--- src/rtl/pwgpio_pkg.sv ---
package pwgpio_pkg;
   localparam int unsigned WORD_W        = 32;
   localparam int unsigned PINS_PER_BANK = 32;
   localparam int unsigned MAX_BANKS     = 8;
   localparam int unsigned ADDR_W        = 9;

   // word addresses of each region base
   localparam logic [ADDR_W-1:0] OUT_BASE  = 9'h000;
   localparam logic [ADDR_W-1:0] IN_BASE   = 9'h008;
   localparam logic [ADDR_W-1:0] SET_BASE  = 9'h010;
   localparam logic [ADDR_W-1:0] CLR_BASE  = 9'h018;
   localparam logic [ADDR_W-1:0] CTRL_BASE = 9'h040;
   localparam logic [ADDR_W-1:0] LOCK_BASE = 9'h140;
   localparam logic [ADDR_W-1:0] KEY_ADDR  = 9'h148;

   localparam logic [WORD_W-1:0] KEY_WORD  = 32'h00A5_A501;
   localparam logic [WORD_W-1:0] LOCK_WORD = 32'hFFFF_FFFF;
   localparam logic [WORD_W-1:0] OPEN_WORD = 32'h0000_0000;
endpackage

--- src/rtl/pwgpio_sync.sv ---
module pwgpio_sync #(
   parameter int unsigned WIDTH  = 64,
   parameter int unsigned STAGES = 2
) (
   input  logic             clk,
   input  logic             rst_n,
   input  logic [WIDTH-1:0] d,
   output logic [WIDTH-1:0] q
);
   if (STAGES < 2) begin : g_bad_stages
      $error("pwgpio_sync needs at least two stages");
   end

   logic [WIDTH-1:0] chain_q [STAGES];

   always_ff @(posedge clk or negedge rst_n) begin
      if (!rst_n) begin
         for (int s = 0; s < STAGES; s++) chain_q[s] <= '0;
      end else begin
         chain_q[0] <= d;
         for (int s = 1; s < STAGES; s++) chain_q[s] <= chain_q[s-1];
      end
   end

   assign q = chain_q[STAGES-1];
endmodule

--- src/rtl/pwgpio_lock.sv ---
module pwgpio_lock
   import pwgpio_pkg::*;
#(
   parameter int unsigned NUM_BANKS = 2
) (
   input  logic                 clk,
   input  logic                 rst_n,
   input  logic                 wr_en,
   input  logic                 key_hit,
   input  logic [NUM_BANKS-1:0] lock_hit,
   input  logic [WORD_W-1:0]    wdata,
   output logic [NUM_BANKS-1:0] locked
);
   logic armed_q;

   // any write re-evaluates the arm: only a correct key leaves it set
   always_ff @(posedge clk or negedge rst_n) begin
      if (!rst_n)     armed_q <= 1'b0;
      else if (wr_en) armed_q <= key_hit && (wdata == KEY_WORD);
   end

   always_ff @(posedge clk or negedge rst_n) begin
      if (!rst_n) begin
         locked <= '1;
      end else if (wr_en && armed_q) begin
         for (int b = 0; b < NUM_BANKS; b++) begin
            if (lock_hit[b]) begin
               if (wdata == LOCK_WORD)      locked[b] <= 1'b1;
               else if (wdata == OPEN_WORD) locked[b] <= 1'b0;
            end
         end
      end
   end

   AST_LOCK_NEEDS_ARM: assert property (@(posedge clk) disable iff (!rst_n)
      (locked != $past(locked)) |-> ($past(armed_q) && $past(wr_en)));
   AST_ARM_ONE_SHOT: assert property (@(posedge clk) disable iff (!rst_n)
      (armed_q && wr_en && !key_hit) |=> !armed_q);
   AST_ODD_WORD_KEEPS: assert property (@(posedge clk) disable iff (!rst_n)
      (wr_en && (|lock_hit) && wdata != LOCK_WORD && wdata != OPEN_WORD)
      |=> (locked == $past(locked)));
endmodule

--- src/rtl/pwgpio_bank.sv ---
module pwgpio_bank
   import pwgpio_pkg::*;
(
   input  logic                     clk,
   input  logic                     rst_n,
   input  logic                     locked,
   input  logic                     set_we,
   input  logic                     clr_we,
   input  logic [PINS_PER_BANK-1:0] ctrl_we,
   input  logic                     ctrl_bit,
   input  logic [WORD_W-1:0]        wdata,
   output logic [PINS_PER_BANK-1:0] out_q,
   output logic [PINS_PER_BANK-1:0] dir_q
);
   always_ff @(posedge clk or negedge rst_n) begin
      if (!rst_n) begin
         out_q <= '0;
      end else if (!locked) begin
         if (set_we)      out_q <= out_q | wdata;
         else if (clr_we) out_q <= out_q & ~wdata;
      end
   end

   // direction: 1 = input, reset makes every pin an input
   always_ff @(posedge clk or negedge rst_n) begin
      if (!rst_n) begin
         dir_q <= '1;
      end else if (!locked) begin
         for (int i = 0; i < PINS_PER_BANK; i++)
            if (ctrl_we[i]) dir_q[i] <= ctrl_bit;
      end
   end

   AST_LOCKED_HOLD: assert property (@(posedge clk) disable iff (!rst_n)
      locked |=> (out_q == $past(out_q)) && (dir_q == $past(dir_q)));
   AST_SET_TAKES: assert property (@(posedge clk) disable iff (!rst_n)
      (set_we && !locked) |=> ((out_q & $past(wdata)) == $past(wdata)));
   AST_CLR_TAKES: assert property (@(posedge clk) disable iff (!rst_n)
      (clr_we && !locked) |=> ((out_q & $past(wdata)) == '0));
endmodule

--- src/rtl/pwgpio_top.sv ---
module pwgpio_top
   import pwgpio_pkg::*;
#(
   parameter int unsigned NUM_BANKS   = 2,
   parameter int unsigned SYNC_STAGES = 2
) (
   input  logic                              clk,
   input  logic                              rst_n,
   input  logic                              bus_wr_en,
   input  logic                              bus_rd_en,
   input  logic [ADDR_W-1:0]                 bus_addr,
   input  logic [WORD_W-1:0]                 bus_wdata,
   output logic [WORD_W-1:0]                 bus_rdata,
   input  logic [NUM_BANKS*PINS_PER_BANK-1:0] pad_in,
   output logic [NUM_BANKS*PINS_PER_BANK-1:0] pad_out,
   output logic [NUM_BANKS*PINS_PER_BANK-1:0] pad_oe
);
   localparam int unsigned NUM_PINS = NUM_BANKS * PINS_PER_BANK;

   if (NUM_BANKS < 1 || NUM_BANKS > MAX_BANKS) begin : g_bad_banks
      $error("pwgpio_top: NUM_BANKS out of range");
   end

   logic [NUM_PINS-1:0]  in_sync, out_all, dir_all;
   logic [NUM_BANKS-1:0] set_hit, clr_hit, lock_hit, locked;
   logic [NUM_PINS-1:0]  ctrl_hit;
   logic                 key_hit;
   logic [WORD_W-1:0]    rd_mux;

   // write decode
   always_comb begin
      key_hit = bus_wr_en && (bus_addr == KEY_ADDR);
      for (int b = 0; b < NUM_BANKS; b++) begin
         set_hit[b]  = bus_wr_en && (bus_addr == SET_BASE  + ADDR_W'(b));
         clr_hit[b]  = bus_wr_en && (bus_addr == CLR_BASE  + ADDR_W'(b));
         lock_hit[b] = bus_wr_en && (bus_addr == LOCK_BASE + ADDR_W'(b));
      end
      for (int p = 0; p < NUM_PINS; p++)
         ctrl_hit[p] = bus_wr_en && (bus_addr == CTRL_BASE + ADDR_W'(p));
   end

   pwgpio_sync #(.WIDTH(NUM_PINS), .STAGES(SYNC_STAGES)) u_sync (
      .clk(clk), .rst_n(rst_n), .d(pad_in), .q(in_sync));

   pwgpio_lock #(.NUM_BANKS(NUM_BANKS)) u_lock (
      .clk(clk), .rst_n(rst_n), .wr_en(bus_wr_en), .key_hit(key_hit),
      .lock_hit(lock_hit), .wdata(bus_wdata), .locked(locked));

   for (genvar b = 0; b < NUM_BANKS; b++) begin : g_bank
      pwgpio_bank u_bank (
         .clk(clk), .rst_n(rst_n), .locked(locked[b]),
         .set_we(set_hit[b]), .clr_we(clr_hit[b]),
         .ctrl_we(ctrl_hit[b*PINS_PER_BANK +: PINS_PER_BANK]),
         .ctrl_bit(bus_wdata[0]), .wdata(bus_wdata),
         .out_q(out_all[b*PINS_PER_BANK +: PINS_PER_BANK]),
         .dir_q(dir_all[b*PINS_PER_BANK +: PINS_PER_BANK]));
   end

   assign pad_out = out_all;
   assign pad_oe  = ~dir_all;

   // read mux
   always_comb begin
      rd_mux = '0;
      for (int b = 0; b < NUM_BANKS; b++) begin
         if (bus_addr == OUT_BASE + ADDR_W'(b))
            rd_mux = out_all[b*PINS_PER_BANK +: PINS_PER_BANK];
         if (bus_addr == IN_BASE + ADDR_W'(b))
            rd_mux = in_sync[b*PINS_PER_BANK +: PINS_PER_BANK];
         if (bus_addr == LOCK_BASE + ADDR_W'(b))
            rd_mux = {WORD_W{locked[b]}};
      end
      for (int p = 0; p < NUM_PINS; p++)
         if (bus_addr == CTRL_BASE + ADDR_W'(p))
            rd_mux = {{(WORD_W-1){1'b0}}, dir_all[p]};
   end

   always_ff @(posedge clk or negedge rst_n) begin
      if (!rst_n)         bus_rdata <= '0;
      else if (bus_rd_en) bus_rdata <= rd_mux;
   end
endmodule

--- config.mk ---
export PLATFORM = sky130hd
export DESIGN_NAME = pwgpio_top
export DESIGN_NICKNAME = d
export VERILOG_FILES = /design/src/rtl/pwgpio_pkg.sv /design/src/rtl/pwgpio_sync.sv /design/src/rtl/pwgpio_lock.sv /design/src/rtl/pwgpio_bank.sv /design/src/rtl/pwgpio_top.sv
export SDC_FILE = /design/constraint.sdc
export NUM_CORES = 1
export LEC_CHECK = 0
export BUFFER_PORTS_ARGS = -buffer_cell sky130_fd_sc_hd__buf_2
export CORE_AREA = 2 2 219 221
export CTS_CLUSTER_DIAMETER = 50
export CTS_CLUSTER_SIZE = 14
export DETAILED_ROUTE_END_ITERATION = 10
export DIE_AREA = 0 0 221 223
export PLACE_DENSITY = 0.6
export SLEW_MARGIN = 20
export SYNTH_ARGS = -nofsm -noshare
export SYNTH_HDL_FRONTEND = slang
export SYNTH_HIERARCHICAL = 1
export SYNTH_SLANG_ARGS = --single-unit
--- constraint.sdc ---
create_clock -name clk -period 1.9 [get_ports clk]
set_input_delay 0.095 -clock clk [delete_from_list [all_inputs] [get_ports clk]]
set_output_delay 0.095 -clock clk [all_outputs]
set_load 0.05 [all_outputs]
# --- Word-level counts from Yosys, hierarchy flattened ---
# Index checks and enable logic that the tools add are counted.
totals:
  regBits: 291
  word_cells: 378
  out_inout_bits: 160
  in_bits: 109
op_classes:
  eq_ne: 76
  n_mux: 76
  n_reduce_logical: 146
  bitwise_logic: 8
op_table:
  columns: ["operator", "n"]
  rows:
  - ["32-bit two-way mux", 74]
  - ["9-bit by 7-bit == test with 1-bit output, second input constant", 64]
  - ["2-bit AND reduction", 66]
  - ["1-bit logical AND", 73]
  - ["32-bit AND", 2]
  - ["64-bit NOT", 1]
  - ["32-bit bitwise OR", 2]
  - ["9-bit by 5-bit == test with 1-bit output, second input constant", 4]
  - ["32-bit by 24-bit == test with 1-bit output, second input constant", 1]
  - ["32-bit == test, second input constant", 1]
  - ["32-bit logical NOT", 1]
  - ["32-bit NOT", 1]
  - ["9-bit == test, second input constant", 3]
  - ["9-bit by 4-bit == test with 1-bit output, second input constant", 2]
  - ["9-bit by 1-bit == test with 1-bit output, second input constant", 1]
  - ["9-bit logical NOT", 1]
  - ["3-bit AND reduction", 2]
  - ["2-bit nonzero test", 3]
  - ["1-bit two-way mux", 2]
  - ["1-bit NOT", 2]

# --- Depth between registers and ports, before layout ---
# Gate-level depths: netlist (run 1).
logic_depth:
  ltp_word: 71
  depth_mapped: 10

# --- Modules after synthesis ---
# Netlist (run 1), hierarchy kept.
modules_own_cells:
  columns: ["module", "n_inst", "area_each_um2", "cells_per_inst"]
  rows:
  - ["pwgpio_bank", 2, 2890.3, 212]
  - ["pwgpio_top", 1, 4227.8, 615]
  - ["pwgpio_sync", 1, 3683.5, 192]
  - ["pwgpio_lock", 1, 292.8, 38]

# --- Worst setup path before layout (run 1) ---
# No wires, ideal clock.
synth_timing:
  kind: "input to register"
  start: "in bus_addr[4]"
  end: "reg u_lock.locked[1]"
  n_path_buf: 4
  path_stages: 10
  setup_time_ps: 93
  t_arrival_ps: 1983
  path_slack_ps: -176
  path_cell_list: "buf_6 nor4b_2 buf_2 and4_1 buf_2 buf_1 and2_1 nand3_1 o41ai_1 o31ai_1"
synth_between:
  elab_chain_cells: 3
synth_lines:
  columns: ["item", "line_no", "source"]
  rows:
  - ["start, declared", "pwgpio_top.sv:11", "input logic [ADDR_W-1:0] bus_addr,"]
  - ["9-bit == test", "pwgpio_top.sv:36", "lock_hit[b] = bus_wr_en && (bus_addr == LOCK_BASE + ADDR_W'(b));"]
  - ["1-bit logical AND", "pwgpio_top.sv:36", null]
  - ["via lock_hit[1]", "pwgpio_top.sv:25", "logic [NUM_BANKS-1:0] set_hit, clr_hit, lock_hit, locked;"]
  - ["3-bit AND reduction (no source line)", null, null]
  - ["end signal, assigned", "pwgpio_lock.sv:24", "locked <= '1;"]
  - ["end signal, assigned by index", "pwgpio_lock.sv:28", "if (wdata == LOCK_WORD) locked[b] <= 1'b1;"]
  - ["end signal, assigned by index", "pwgpio_lock.sv:29", "else if (wdata == OPEN_WORD) locked[b] <= 1'b0;"]
  - ["end, declared", "pwgpio_lock.sv:12", "output logic [NUM_BANKS-1:0] locked"]
# The timed path passes the listed nets, and every way through them passes these cells.
# A chain may end at the register's enable or synchronous reset.

# --- Final worst setup path (run 1) ---
layout_timing:
  start: "reg g_bank[0].u_bank.dir_q[24]"
  end: "reg bus_rdata[0]"
layout_between:
  elab_chain_cells: 40
layout_lines:
  columns: ["item", "line_no", "source"]
  rows:
  - ["start, declared", "pwgpio_bank.sv:13", "output logic [PINS_PER_BANK-1:0] dir_q"]
  - ["start signal, assigned by index", "pwgpio_bank.sv:30", "if (ctrl_we[i]) dir_q[i] <= ctrl_bit;"]
  - ["32-bit two-way mux (40 in a row)", "pwgpio_top.sv:74", "if (bus_addr == CTRL_BASE + ADDR_W'(p))"]
  - ["end signal, assigned", "pwgpio_top.sv:80", "else if (bus_rd_en) bus_rdata <= rd_mux;"]
  - ["end, declared", "pwgpio_top.sv:13", "output logic [WORD_W-1:0] bus_rdata,"]
# No other way between the ends.

==> summary.md, run 1 <==
| Metric | Value |
|---|---|
| Outcome | `finished, violations left` |
| Failing checks | `setup timing` |
| Clock Latency Late Sink | `0.56 ns` |
| Floorplan core area | `0.0471 sq mm` |
| Sw Pwr | `0.00401 W` |
| Vias in the first global route | `12400` |
| Leak pwr | `8.03 nW` |
| Die Span Y | `223 um` |
| First-pass GRT wire length | `76100 um` |
| DRT Pass-1 Iters | `5` |
| Final hold vios | `0` |
| Peak fanout along the critical path | `2` |
| Worst-Margin Slew | `0.554 ns` |
| Total Power | `0.0158 W` |
| Root Buffer | `clkbuf_16` |
| Setup-failing EPs final | `1` |
| CP cell instances | `mux2_4 > o221a_1 > nor3_2 > o311ai_2 > a2111oi_2 > o41ai_2 > a31o_1` |
| Post-place instance area | `0.0168 sq mm` |
| Most used DFF post-synth | `dfrtp_1` |
| Cts bufs inserted | `38` |
| Avg Vias per Cell | `5.03` |
| Slew margin rel. | `63.1%` |
| Cell internal pwr | `0.0118 W` |
| WL final | `49900 um` |
| Initial antenna violation count | `4` |
| Crit share post-route | `106%` |
| GRT overflow | `0` |
| Die area | `0.0493 sq mm` |
| Crit Path Class | `reg2reg` |
| I/O pin cnt | `269` |
| Startpoint types | `flop` |
| IR drop worst, VDD | `0.000704 V` |
| #FFs+latches synth | `291` |
| Critical-path top delay cell | `dfstp_2` |
| WP buf/inv | `0` |
| Post-synth cell types | `77` |
| Syn-to-layout area delta | `37.2%` |
| # clock sinks | `291` |
| Port bufs | `268` |
| Clk pin slew, worst setup/hold paths | `0.06 ns` |
| GRT Overall Usage | `20.1%` |
| EDFF count, synth | `0` |
| Post-route cell area | `0.0192 sq mm` |
| Syn avg cell area | `11.0 sq um` |
| Final std cells w/o fill | `2340` |
| H-tree depth | `2` |
| Ys async rst share | `100%` |
| Switching share of power | `25.3%` |
| Max Clk Rate | `498 MHz` |
| Final GP Congestion | `0.903` |
| Starting Density | `29.7%` |
| Placed insts | `2176` |
| Dpl hpwl | `36800 um` |
| Worst setup EP type | `flop` |
| Syn Inst Count | `1269` |
| Place WS | `-0.399 ns` |
| Worst setup margin | `-0.108 ns` |
| Arrival time worst endpoint | `2.44 ns` |
| CTS tree | `done` |
| CP top delay family | `compound AO/OA/AOI/OAI gates` |
| Syn nets | `1378` |
| # fillers | `4537` |
| DR WL/cell | `21.3 um` |
| Layout cells sized above 1 | `40.0%` |
| Worst path max stage delay | `0.37 ns` |
| RSZ-0062 raised after global routing | `true` |
| Mapped Area | `0.0140 sq mm` |
| Die X-Extent | `221 um` |
| Required time of the critical path | `2.33 ns` |
| Clk buf depth | `3` |
| Slew Viols, Final | `0` |
| Final #Nets | `1806` |
| Sequential element share of the synthesized area | `52.7%` |
| DRT iter0 DRCs | `817` |
| Hold WC Path Type | `in2async` |
| Comb power frac | `9.6%` |
| Largest net degree at the start of global routing | `70` |
| Post-CTS setup buffer count | `0` |
| Final min period | `2.01 ns` |
| Clock skew | `0.0225 ns` |
| Final core utilization | `40.7%` |
| Routed via count | `11800` |
| Residual DRC count | `0` |
| Clock network power share | `48.9%` |
| Power Dens Cells | `825 mW/mm^2` |
| Max_cap viols | `0` |
| YS warnings | `6` |
| FP Rows | `80` |
| Final ANT Viol Nets | `0` |
| Flop pwr share | `41.5%` |
## cell usage in the layout, fill, tap and decap left out, drive strengths merged, types with 41 or more instances in the layout
master,instances
dfrtp,225
nand2b,69
buf,446
a32o,65
clkbuf,48
nand3b,68
inv,107
nor2,115
dlygate4sd3,96
a221oi,50
dfstp,66
mux2,67
nand2,41
## timing repair
action	in CTS	in global routing
pin swaps	2	0
gates resized for setup	2	0
setup endpoints to repair	1	1
hold endpoints to repair	354	0
hold buffers	96	0
cloned	0	0
## kinds of logic (layout without fill, tap and decap cells)
family | after synthesis | in the layout | synth area share, %
AND/OR/NAND/NOR | 390 | 390 | 15.7
multiplexers | 71 | 71 | 5.68
other | 0 | 1 | 0
buffers and inverters | 255 | 710 | 9.84
AO/OA/AOI/OAI | 261 | 261 | 16.1
flip-flops | 291 | 291 | 52.7
XOR/XNOR | 1 | 1 | 0.0626
## power groups by stage
stage / Clock (W) / Sequential, W / Combinational [W]
CTS: 0.00794 / 0.00657 / 0.00153
finish: 0.00774 / 0.00657 / 0.00152
floorplan: 0 / 0.00677 / 0.000572
global placement: 0 / 0.00667 / 0.00136
detailed placement: 0 / 0.00667 / 0.00137
global route: 0.00821 / 0.00659 / 0.00163
## worst paths after layout
| kind | endpoint | cells past startpoint | startpoint | slack [ns] |
|---|---|---|---|---|
| worst max register to register | bus_rdata[0] | 7 | g_bank[0].u_bank/dir_q[24] | -0.11 |
| min in group clk | u_lock/armed_q | 3 | bus_wr_en | 0.08 |
| worst min-delay path | async pin | 2 | rst_n | 0.08 |
| worst min register to register | u_sync/q[24] | 0 | u_sync/chain_q[88] | 0.34 |
| worst max-delay path | bus_rdata[0] | 7 | g_bank[0].u_bank/dir_q[24] | -0.11 |
| max in group asynchronous | g_bank[1].u_bank/dir_q[27] | 3 | rst_n | 1.10 |
## cell usage after synthesis (16+ instances only)
library cell / number / area (sq um)
a211oi_1: 16 / 120
a221oi_1: 50 / 438
a32o_1: 65 / 651
buf_2: 38 / 190
buf_4: 69 / 518
clkbuf_1: 31 / 116
dfrtp_1: 225 / 5630
dfstp_2: 66 / 1730
inv_1: 101 / 379
mux2_2: 64 / 721
nand2_1: 41 / 154
nand2b_1: 68 / 425
nand3_1: 17 / 85.1
nand3b_1: 68 / 510
nor2_1: 113 / 424
o21a_1: 19 / 143
o22ai_1: 27 / 169
## stage by stage
step / hold slack (ns) / TNS, ns
2_1_floorplan: -0.201 / -0.0882
3_3_place_gp: 0.0992 / -11.26
3_5_place_dp: 0.101 / -8.78
4_1_cts: 0.0471 / -0.111
5_1_grt: 0.0818 / -0.188
6_report: 0.0758 / -0.108
## cell type report
type                    instances  area [sq um]  area share, %
diodes                          1          2.50         0.0130
clock buffers                  48          1080           5.63
clock inverters                19           307           1.60
inverters                     101           383           2.00
multi-input cells             723          5330           27.8
flip-flops and latches        291          7360           38.4
well taps                     615           769           4.01
repair buffers                542          3950           20.6
## per-layer routing
metal | global-route usage (%) | part of all wire (%)
met1 | 26.3 | 43
met3 | 4.00 | 6.3
met5 | 0 | 0.026
met4 | 6.67 | 2.8
met2 | 33.4 | 48
Note: power is estimated with default switching activity, not from simulation.
==> run 2, diff against run 1 <==
Settings changed: MAX_ROUTING_LAYER set to met4.
==> run 2 against run 1 <==
Net effect:
- sequential cell count unchanged
- non-clock buffer count grew 6
- utilization shrank 0.13 points
- power decreased by 3.9%
- first-iteration DRC count increased by 4.7%
- clock power shrank 8.3%
- the flow still finishes with violations (setup timing)
- critical path type unchanged
- register-to-register slack got worse by 0.09 ns
==> summary.md, run 2 (synthesis gave the netlist of run 1 again) <==
| Metric | Value |
|---|---|
| Outcome | `finished, violations left` |
| Failing checks | `setup timing` |
| CTS tree | `done` |
| Slew margin rel. | `62.6% (-0.50 points)` |
| Setup-failing EPs final | `1 (unchanged)` |
| Place WS | `-0.448 ns (-0.0492 ns)` |
| FP Rows | `80 (unchanged)` |
| Worst setup EP type | `flop` |
| Residual DRC count | `0 (unchanged)` |
| Port bufs | `268 (unchanged)` |
| DRT Pass-1 Iters | `5 (unchanged)` |
| Flop pwr share | `43.2% (+1.7 points)` |
| Most frequent cells in the layout | `267 x buf_2, 225 x dfrtp_1, 161 x buf_4, 109 x nor2_1, 100 x inv_1` |
| Die X-Extent | `221 um (unchanged)` |
| Floorplan core area | `0.0471 sq mm (unchanged)` |
| Final ANT Viol Nets | `0 (unchanged)` |
| Slew Viols, Final | `0 (unchanged)` |
| TNS Setup | `-0.195 ns (-0.0873 ns)` |
| Final min period | `2.10 ns (+0.0873 ns)` |
| First-pass GRT wire length | `76300 um (+0.31%)` |
| Startpoint types | `flop` |
| Hold WS | `0.0807 ns (+0.00488 ns)` |
| I/O pin cnt | `269 (unchanged)` |
| H-tree depth | `2 (unchanged)` |
| Max Clk Rate | `477 MHz (-4.2%)` |
| Clock skew | `0.0271 ns (+0.00465 ns)` |
| Clock network power share | `46.7% (-2.2 points)` |
| WL final | `50400 um (+0.93%)` |
| GRT overflow | `0 (unchanged)` |
| IR drop worst, VDD | `0.000618 V (-12%)` |
| Syn-to-layout area delta | `36.7%` |
| Crit Path Class | `reg2reg` |
| Avg Vias per Cell | `5.06 (+0.63%)` |
| Required time of the critical path | `2.33 ns (about the same)` |
| Post-CTS setup buffer count | `0 (unchanged)` |
| Comb power frac | `10.1% (+0.5 points)` |
| Worst path max stage delay | `0.43 ns (+0.06 ns)` |
| Switching share of power | `26.8% (+1.5 points)` |
| Final GP Congestion | `0.964 (+6.7%)` |
| Routed via count | `11900 (+0.89%)` |
| Peak fanout along the critical path | `2 (unchanged)` |
| Sw Pwr | `0.00408 W (+1.7%)` |
| Leak pwr | `7.98 nW (-0.57%)` |
| Final #Nets | `1810 (+0.22%)` |
| Die Span Y | `223 um (unchanged)` |
| DR WL/cell | `21.5 um (+0.67%)` |
| Hold WC Path Type | `in2reg` |
| WP buf/inv | `0 (unchanged)` |
| Most common cell after layout, fill and taps aside | `buf_2` |
| Cell internal pwr | `0.0111 W (-5.8%)` |
| Clock Latency Late Sink | `0.57 ns (about the same)` |
| Starting Density | `29.7% (unchanged)` |
| Root Buffer | `clkbuf_16` |
| GRT Overall Usage | `20.9% (+0.75 points)` |
| Cts bufs inserted | `36 (-5.3%)` |
| Post-place instance area | `0.0169 sq mm (+0.19%)` |
| # clock sinks | `291 (unchanged)` |
| Post-route cell area | `0.0191 sq mm (-0.33%)` |
| Final hold vios | `0 (unchanged)` |
| Dpl hpwl | `37300 um (+1.2%)` |
| RSZ-0062 raised after global routing | `true` |
| Critical-path top delay cell | `a2111oi_2` |
| Vias in the first global route | `12300 (-0.34%)` |
| Largest net degree at the start of global routing | `66 (-5.7%)` |
| Die area | `0.0493 sq mm (unchanged)` |
| Max_cap viols | `0 (unchanged)` |
| Power Dens Cells | `796 mW/mm^2 (-3.6%)` |
| Crit share post-route | `110% (+4.6 points)` |
| CP cell instances | `mux2_4 > o221a_1 > nor3_2 > o311ai_2 > a2111oi_2 > o41ai_2 > a31o_1` |
| Initial antenna violation count | `6 (+2)` |
| Worst setup margin | `-0.195 ns (-0.0873 ns)` |
| Clk pin slew, worst setup/hold paths | `0.06 ns (about the same)` |
| Worst-Margin Slew | `0.562 ns (+0.00749 ns)` |
| Layout cells sized above 1 | `40.3% (+0.30 points)` |
| CP top delay family | `compound AO/OA/AOI/OAI gates` |
| Clk buf depth | `3 (unchanged)` |
| Arrival time worst endpoint | `2.53 ns (+0.09 ns)` |
| DRT iter0 DRCs | `855 (+4.7%)` |
[run 2: cell count changes in the layout (fill, tap and decap cells not counted), moves of 2 or more]
cell,change
clkinv_16,+2
clkbuf_16,-3
clkinv_4,+3
diode_2,+4
clkinvlp_4,+2
buf_4,+7
a211oi_1,-2
a211oi_2,+2
bufinv_16,-2
clkbuf_8,-5
[run 2: power groups by stage]
| stage | clock, W | sequential [W] | combinational [W] |
|---|---|---|---|
| global route | 0.00757 | 0.00659 | 0.00164 |
| finish | 0.00710 | 0.00657 | 0.00154 |
| floorplan | 0 | 0.00677 | 0.000572 |
| CTS | 0.00729 | 0.00657 | 0.00154 |
| detailed placement | 0 | 0.00668 | 0.00138 |
| global placement | 0 | 0.00667 | 0.00137 |
[run 2: layout make-up]
cell class | count | area [sq um]
fillers | 4608 | 28000
flip-flops and latches | 291 | 7360
multi-input cells | 723 | 5350
repair buffers | 548 | 3980
clock buffers | 40 | 936
well taps | 615 | 769
inverters | 101 | 383
clock inverters | 23 | 322
diodes | 5 | 12.5
[run 2: worst reg2reg max path, cell delays in order (launching register included)]
cell and delay [ns]:
dfstp_2 0.37, mux2_4 0.26, o221a_1 0.26, nor3_2 0.14
o311ai_2 0.14, a2111oi_2 0.43, o41ai_2 0.16, a31o_1 0.21
[run 2: per-layer routing]
metal  track usage [%]  part of all wire (%)
met1              26.5                    43
met2              33.5                    48
met3              3.86                   5.7
met4              7.21                   2.8
met5                 -                     0
[run 2: worst paths after layout]
| path | depth (start not counted) | endpoint | slack (ns) | start |
|---|---|---|---|---|
| worst min-delay path | 3 | u_lock/armed_q | 0.08 | bus_wr_en |
| min in group asynchronous | 2 | bus_rdata[28] | 0.09 | rst_n |
| worst max register to register | 7 | bus_rdata[0] | -0.20 | g_bank[0].u_bank/dir_q[24] |
| worst min register to register | 0 | u_sync/q[33] | 0.34 | u_sync/chain_q[97] |
| max in group asynchronous | 3 | u_lock/locked[1] | 1.08 | rst_n |
| worst max-delay path | 7 | bus_rdata[0] | -0.20 | g_bank[0].u_bank/dir_q[24] |
[run 2: stage by stage]
stage	power, W	utilization, %	std cells
6_report	0.0152	40.6	2346
5_1_grt	0.0158	40.6	2346
4_1_cts	0.0154	40.5	2341
3_5_place_dp	0.00806	35.8	2182
3_3_place_gp	0.00805	35.8	2182
2_1_floorplan	0.00734	-	1269
[run 2: what timing repair did]
item | in CTS | in global routing
gates resized for setup | 5 | 2
pin swaps | 6 | 4
endpoints found under the hold margin | 358 | 0
setup endpoints to repair | 1 | 3
hold buffers | 96 | 0
